## config.mk

```make
export PLATFORM = sky130hd
export DESIGN_NAME = spi_dreg_pack
export DESIGN_NICKNAME = d
export VERILOG_FILES = /design/src/rtl/spi_dreg_pack_pkg.sv /design/src/rtl/spi_word_fifo.sv /design/src/rtl/spi_dreg_pack.sv
export SDC_FILE = /design/constraint.sdc
export NUM_CORES = 1
export LEC_CHECK = 0
export CORE_UTILIZATION = 30
export CTS_CLUSTER_DIAMETER = 150
export CTS_CLUSTER_SIZE = 30
export DETAILED_ROUTE_END_ITERATION = 7
export HOLD_SLACK_MARGIN = 0.03
export PLACE_DENSITY = 0.43
export SLEW_MARGIN = 40
export SYNTH_ARGS = -nofsm -noshare
export SYNTH_HDL_FRONTEND = slang
export SYNTH_SLANG_ARGS = --single-unit
```

## constraint.sdc

```tcl
create_clock -name clk -period 13 [get_ports clk]
set_clock_uncertainty 0.1 [all_clocks]
set_input_delay 2.6 -clock clk [delete_from_list [all_inputs] [get_ports clk]]
set_output_delay 2.6 -clock clk [all_outputs]
set_load 0.005 [all_outputs]
```

## src/rtl/spi_dreg_pack_pkg.sv

```systemverilog
package spi_dreg_pack_pkg;

    localparam int MIN_W = 8;
    localparam int MAX_W = 16;

    // Mask that keeps the low bits of a word for the configured width.
    function automatic logic [15:0] width_mask(input logic [4:0] w);
        int eff;
        eff = int'(w);
        if (eff < MIN_W) eff = MIN_W;
        if (eff > MAX_W) eff = MAX_W;
        return 16'hFFFF >> (MAX_W - eff);
    endfunction

endpackage

```

## src/rtl/spi_word_fifo.sv

```systemverilog
module spi_word_fifo #(
    parameter int DEPTH = 8,
    parameter int W     = 16,
    localparam int AW   = $clog2(DEPTH),
    localparam int LW   = AW + 1
) (
    input  logic          clk,
    input  logic          rst_n,
    input  logic          clr,
    input  logic [1:0]    push_cnt,
    input  logic [W-1:0]  d0,
    input  logic [W-1:0]  d1,
    input  logic          pop,
    output logic [W-1:0]  head,
    output logic [LW-1:0] level
);

    typedef struct packed {
        logic [AW-1:0] wptr;
        logic [AW-1:0] rptr;
        logic [LW-1:0] cnt;
    } fifo_st_t;

    fifo_st_t st_d, st_q;
    logic [W-1:0] mem [DEPTH];

    always_comb begin
        st_d = st_q;
        if (clr) begin
            st_d = '0;
        end else begin
            st_d.wptr = st_q.wptr + AW'(push_cnt);
            st_d.rptr = st_q.rptr + AW'(pop);
            st_d.cnt  = st_q.cnt + LW'(push_cnt) - LW'(pop);
        end
    end

    always_ff @(posedge clk) begin
        if (!rst_n) st_q <= '0;
        else        st_q <= st_d;
    end

    always_ff @(posedge clk) begin
        if (!clr) begin
            if (push_cnt != 2'd0) mem[st_q.wptr] <= d0;
            if (push_cnt == 2'd2) mem[AW'(st_q.wptr + AW'(1))] <= d1;
        end
    end

    assign head  = mem[st_q.rptr];
    assign level = st_q.cnt;

endmodule

```

## src/rtl/spi_dreg_pack.sv

```systemverilog
module spi_dreg_pack
    import spi_dreg_pack_pkg::*;
#(
    parameter int DEPTH = 8,
    parameter int CSW   = 4,
    localparam int LW   = $clog2(DEPTH) + 1
) (
    input  logic           clk,
    input  logic           rst_n,
    input  logic           cfg_multi,
    input  logic [4:0]     cfg_width,
    input  logic           tx_clr,
    input  logic           rx_clr,
    input  logic           wr_en,
    input  logic [3:0]     wr_be,
    input  logic [31:0]    wr_data,
    input  logic           rd_en,
    output logic [31:0]    rd_data,
    input  logic           tx_pop,
    output logic [15:0]    tx_word,
    input  logic           rx_push,
    input  logic [CSW-1:0] rx_cs,
    input  logic [15:0]    rx_word,
    output logic [LW-1:0]  tx_level,
    output logic           tx_full,
    output logic           tx_empty,
    output logic           tx_ovf,
    output logic [LW-1:0]  rx_level,
    output logic           rx_full,
    output logic           rx_empty,
    output logic           rx_ovf,
    output logic           rx_unf
);

    localparam int RXW = 16 + CSW;

    typedef struct packed {
        logic        tx_ovf;
        logic        rx_ovf;
        logic        rx_unf;
        logic [31:0] rd_data;
    } pack_st_t;

    pack_st_t st_d, st_q;

    logic [15:0]    mask;
    logic [1:0]     want;
    logic [1:0]     tx_take;
    logic [LW-1:0]  tx_free;
    logic           tx_pop_ok;
    logic           rx_take;
    logic           rd_take;
    logic [15:0]    tx_head;
    logic [RXW-1:0] rx_head;

    assign mask    = width_mask(cfg_width);
    assign tx_free = LW'(DEPTH) - tx_level;

    always_comb begin
        // words requested by this write
        if (!wr_en || wr_be == 4'b0000)      want = 2'd0;
        else if (cfg_multi && |wr_be[3:2])   want = 2'd2;
        else                                 want = 2'd1;

        if (tx_clr)                          tx_take = 2'd0;
        else if (LW'(want) <= tx_free)       tx_take = want;
        else                                 tx_take = tx_free[1:0];

        tx_pop_ok = tx_pop && !tx_empty && !tx_clr;
        rx_take   = rx_push && !rx_full && !rx_clr;
        rd_take   = rd_en && !rx_empty && !rx_clr;

        st_d = st_q;
        st_d.tx_ovf = tx_clr ? 1'b0 : (st_q.tx_ovf || (LW'(want) > tx_free));
        st_d.rx_ovf = rx_clr ? 1'b0 : (st_q.rx_ovf || (rx_push && rx_full));
        st_d.rx_unf = rx_clr ? 1'b0 : (st_q.rx_unf || (rd_en && rx_empty));
        if (rd_en) begin
            if (rd_take) st_d.rd_data = 32'(rx_head);
            else         st_d.rd_data = '0;
        end
    end

    always_ff @(posedge clk) begin
        if (!rst_n) st_q <= '0;
        else        st_q <= st_d;
    end

    spi_word_fifo #(.DEPTH(DEPTH), .W(16)) u_txf (
        .clk      (clk),
        .rst_n    (rst_n),
        .clr      (tx_clr),
        .push_cnt (tx_take),
        .d0       (wr_data[15:0] & mask),
        .d1       (wr_data[31:16] & mask),
        .pop      (tx_pop_ok),
        .head     (tx_head),
        .level    (tx_level)
    );

    spi_word_fifo #(.DEPTH(DEPTH), .W(RXW)) u_rxf (
        .clk      (clk),
        .rst_n    (rst_n),
        .clr      (rx_clr),
        .push_cnt ({1'b0, rx_take}),
        .d0       ({rx_cs, rx_word & mask}),
        .d1       ('0),
        .pop      (rd_take),
        .head     (rx_head),
        .level    (rx_level)
    );

    assign tx_full  = (tx_level == LW'(DEPTH));
    assign tx_empty = (tx_level == '0);
    assign rx_full  = (rx_level == LW'(DEPTH));
    assign rx_empty = (rx_level == '0);
    assign tx_word  = tx_empty ? 16'h0 : tx_head;
    assign tx_ovf   = st_q.tx_ovf;
    assign rx_ovf   = st_q.rx_ovf;
    assign rx_unf   = st_q.rx_unf;
    assign rd_data  = st_q.rd_data;

endmodule

```

Yosys cells after proc, flatten, opt, wreduce, memory -nomap -nowiden
Memories as Yosys holds them, arrays and structs flattened. A register that Yosys moved wholly into a read port is not among the register bits.
Cells that the tools add are included.

operators by class
  add/subtract/negate cells = 11
  magnitude comparators = 4
  eq/ne operators = 3
  shifts and indexed selects = 1
  multiplexer cells = 19
  bitwise operators = 4
  reductions and logical operators = 26

operator list
  cell                                                                           count
  16-bit bitwise AND                                                             3
  32-bit by 6-bit > comparator with 1-bit output (second input constant)         1
  32-bit two-way mux                                                             1
  16-bit by 32-bit right shift with 16-bit output (first input constant)         1
  6-bit by 32-bit subtractor with 32-bit output (first input constant)           1
  20-bit two-way mux                                                             1
  16-bit two-way mux                                                             1
  4-bit logical NOT                                                              3
  3-bit by 1-bit adder with 3-bit output                                         3
  1-bit logical AND                                                              9
  1-bit two-way mux                                                              9
  4-bit equality test (second input constant)                                    2
  2-bit two-way mux                                                              4
  4-bit by 1-bit subtractor with 4-bit output                                    2
  1-bit logical NOT                                                              6
  3-bit two-way mux                                                              2
  2-bit OR reduction                                                             3
  5-bit by 4-bit less-than comparator with 1-bit output (second input constant)  1
  5-bit two-way mux                                                              1
  4-bit by 1-bit adder with 4-bit output                                         1
  4-bit by 2-bit adder with 4-bit output                                         1
  2-bit by 4-bit > comparator with 1-bit output                                  1
  2-bit by 4-bit less-or-equal comparator with 1-bit output                      1
  1-bit logical OR                                                               4
  other kinds (6)                                                                6

storage, ports and cells
  register bits after elaboration = 55
  RAM bits = 288
  input port bits = 70
  output and inout port bits = 63
  logic and storage cells = 80
  memories kept = 2

memories
  memory     depth  bits a word  read ports  clocked after Yosys merged registers in  wr ports  line                 text
  u_rxf.mem  8      20           1           1                                        1         spi_word_fifo.sv:25  logic [W-1:0] mem [DEPTH];
  u_txf.mem  8      16           1           1                                        2         spi_word_fifo.sv:25

Longest topological paths before layout
  word-level depth = 11
  mapped depth = 16
  depth with buffers taken out = 16

Cells and area by module
Synthesis repeated with hierarchy kept, for this count alone.

second synthesis, totals
  cell total of the unflattened synthesis = 1139
  area total of the unflattened synthesis = 17616.9 um2

modules (own cells, without submodules)
  module                 instances  cells each  area each (um2)  sequential area each (um2)
  spi_word_fifo (u_rxf)  1          492         8635.8           5004.8
  spi_word_fifo (u_txf)  1          406         7138.1           4043.9
  spi_dreg_pack          1          241         1843.0           460.4

Worst setup path after synthesis
Ideal clock, no wire load.

  path kind = input-to-reg
  start = in wr_be[3]
  end = mem u_txf.mem[2][0] (netlist: u_txf.mem[1][0]) (enable)
  setup time = 0.414 ns
  data arrival time = 6.057 ns
  data required time = 12.486 ns
  setup slack = 6.429 ns
  stages = 9
  path buffers = 0
  cell sequence = or2_2 -> o311ai_0 -> ha_1 -> nand2_1 -> o21ai_0 -> a2111oi_4 -> mux2_2 -> a211o_1 -> o31ai_1

RTL lines
  item             line                 text
  start, declared  spi_dreg_pack.sv:15  input logic [3:0] wr_be,
  end, declared    spi_word_fifo.sv:25

==> metrics.txt <==
worst-path fanout max=17; crit path capture type=flip-flop; required time worst endpoint=13.15 ns; slowest stage delay, CP=0.97 ns; share of cells above drive strength 1=14.9%; Post-CTS Resized=0; worst min path class=flip-flop to flip-flop; PortBufs=120; Area Growth Syn to Fin=16.7%; detailed-route via count=8165; global-route wire length before repair=57500 um; Post-CTS Hold Fix Bufs=0; IO Pins=133; Post-synth EDFFs=288; DRC=0; Num CTS Buffers=15; Worst-Skew Late Latency=0.53 ns; # setup viols final=0; H-tree level count=1; drt pass-1 iters=4; Avg Synthesized Cell Area=15.8 um^2; Post-Syn Area=0.0151 mm^2; Crit path max-delay family=simple AND/OR/NAND/NOR gates; Syn. warnings=0; CTS max path bufs=3; final instance count without filler cells=1733; Total Wirelength=39100 um; total gr overflow=0; run status=complete, no violations; Leak=5.62 nW; worst vdd ir=0.0603 mV; total power density per cell area=114 mW/mm^2; nets@finish=1157; Least-Margin Pin Slew=0.798 ns; Worst EP arrival=6.55 ns; Initial Util=30.6%; number of global-route vias before repair=8548; Post-synth ARST share=0%; Final Slew Violations=0; Hold Crit Depth=2; Max Fclk=156 MHz; CP cell instances=clkdlybuf4s50_1 > or2_2 > o311ai_0 > ha_1 > nand2_1 > o21ai_0 > a2111oi_4 > mux2i_1 > buf_4 > or4_2 > o31ai_4 > buf_6; CTS clk-pin slew, worst paths=0.12 ns; initial DRC count=360; Max transition margin=46.8%; TNS Setup=0 ns; post-CTS setup buffers=0; clock sink count=331; core area=0.0494 mm^2; Hold Fails Final Rpt=0; TritonCTS clock tree=yes; leading cell types in the layout, fill and taps excluded=edfxtp_1 (288), mux2i_1 (158), clkdlybuf4s50_1 (119); Die ar.=0.0513 mm^2; commonest non-fill, non-tap cell in the layout=edfxtp_1; routed len/inst=22.6 um; Synth Flop Type=edfxtp_1; Synth Instances=954; antenna violations before repair=1; fin crit share=49.3%; Slowest cell on crit path=or4_2; Die X=226 um; placed cells=1706; Die Y=226 um; DP HPWL=25400 um; CP Depth=12; synthesized flop and latch total=331; GPL Wtd Cong=0.720; Cell Rows=81; cells on worst reg2reg path=12; DRT antenna net count=0; Seq/Total Area, Yosys=62.9%; root buffer cell=clkbuf_16; classification of the worst setup path=primary input to flip-flop; Distinct cells, synth=47; pin count of the biggest net entering global routing=42; Total GRT Usage=15.4%; Tmin final=6.41 ns; vias per cell=4.71; Worst Setup Start Kind=primary input; CP bufs+invs=3; max-cap violation count=0; RSZ-0062 raised after global routing=false
through the flow:
stage / hold slack, ns / area, um^2 / utilization (%) / worst slack, ns / total power [mW]
2_1_floorplan: 0.360 / 15200 / - / 6.43 / 1.36
3_3_place_gp: 0.352 / 17000 / 34.5 / 5.93 / 1.48
3_5_place_dp: 0.356 / 17200 / 34.8 / 6.01 / 1.48
4_1_cts: 0.385 / 17600 / 35.7 / 6.57 / 2.05
5_1_grt: 0.408 / 17600 / 35.7 / 6.36 / 2.10
6_report: 0.378 / 17600 / 35.7 / 6.59 / 2.02
worst min-delay path, stage by stage (launching register included):
cell and delay (ns):
dfxtp_1 0.35, a21oi_1 0.04, nor2_1 0.07
flip-flops by register name, indices dropped and copies added, names as in the netlist:
name,count
u_rxf.mem,160
u_txf.mem,128
rd_data,20
u_rxf.st_q,6
u_txf.st_q,6
u_rxf.level,4
u_txf.level,4
rx_ovf,1
rx_unf,1
tx_ovf,1
path summary, 6_finish.rpt:
| check | from | endpoint | slack, ns |
|---|---|---|---|
| worst max-delay path | wr_be[3] | u_txf.mem[1][8] | 6.59 |
| worst max register to register | u_txf.level[0] | u_txf.mem[1][8] | 8.91 |
| worst min register to register | rx_unf | rx_unf | 0.38 |
| worst min-delay path | rx_unf | rx_unf | 0.38 |
cells in the mapped netlist, types with 4 or more instances:
cell | number | area (um^2)
ha_1 | 25 | 313
a21o_1 | 4 | 30.0
a21oi_1 | 12 | 60.1
buf_4 | 21 | 158
a41o_1 | 6 | 60.1
xor2_1 | 5 | 43.8
nand2b_1 | 9 | 56.3
and2_1 | 49 | 307
dfxtp_1 | 43 | 861
o22ai_1 | 21 | 131
buf_1 | 10 | 37.5
mux2_2 | 9 | 101
inv_1 | 42 | 158
nand2_1 | 42 | 158
nor3_1 | 10 | 50.1
buf_2 | 10 | 50.1
clkbuf_1 | 25 | 93.8
nor2_1 | 44 | 165
xnor2_1 | 7 | 61.3
nor2b_1 | 4 | 25.0
mux2i_1 | 158 | 1580
edfxtp_1 | 288 | 8650
mux4_2 | 72 | 1620
final cells by class:
type                            count  area (um^2)
Multi-Input combinational cell    520         5210
Sequential cell                   331         9510
Inverter                           43          161
Fill cell                        4780        31700
Clock buffer                       24          409
Timing Repair Buffer              148         1480
Tap cell                          664          831
Clock inverter                      1         30.0
Antenna cell                        2         5.00
metal layers:
metal / vias up / global-route usage (%) / routed length, um
met4: 0 / 2.64 / 565
met3: 30 / 1.92 / 1220
met1: 4180 / 20.4 / 17600
li1: 3805 / - / -
met2: 150 / 27.3 / 19700
met5: - / 0 / 0
kinds of logic after synthesis:
family          count (synthesis)  share of synthesized area [%]
compound gates                 53                           2.46
xor+xnor                       12                          0.695
fa+ha+maj                      28                           2.47
buf+inv                       114                           3.73
flops                         331                           62.9
mux                           239                           21.9
other cells                     1                         0.0248
simple gates                  176                           5.85
where the power goes:
| group | switching (mW) | total, mW | internal [mW] |
|---|---|---|---|
| combinational | 0.145 | 0.265 | 0.120 |
| sequential | 0.00829 | 1.19 | 1.18 |
| clock | 0.338 | 0.563 | 0.226 |
(Power assumes the default switching activity.)
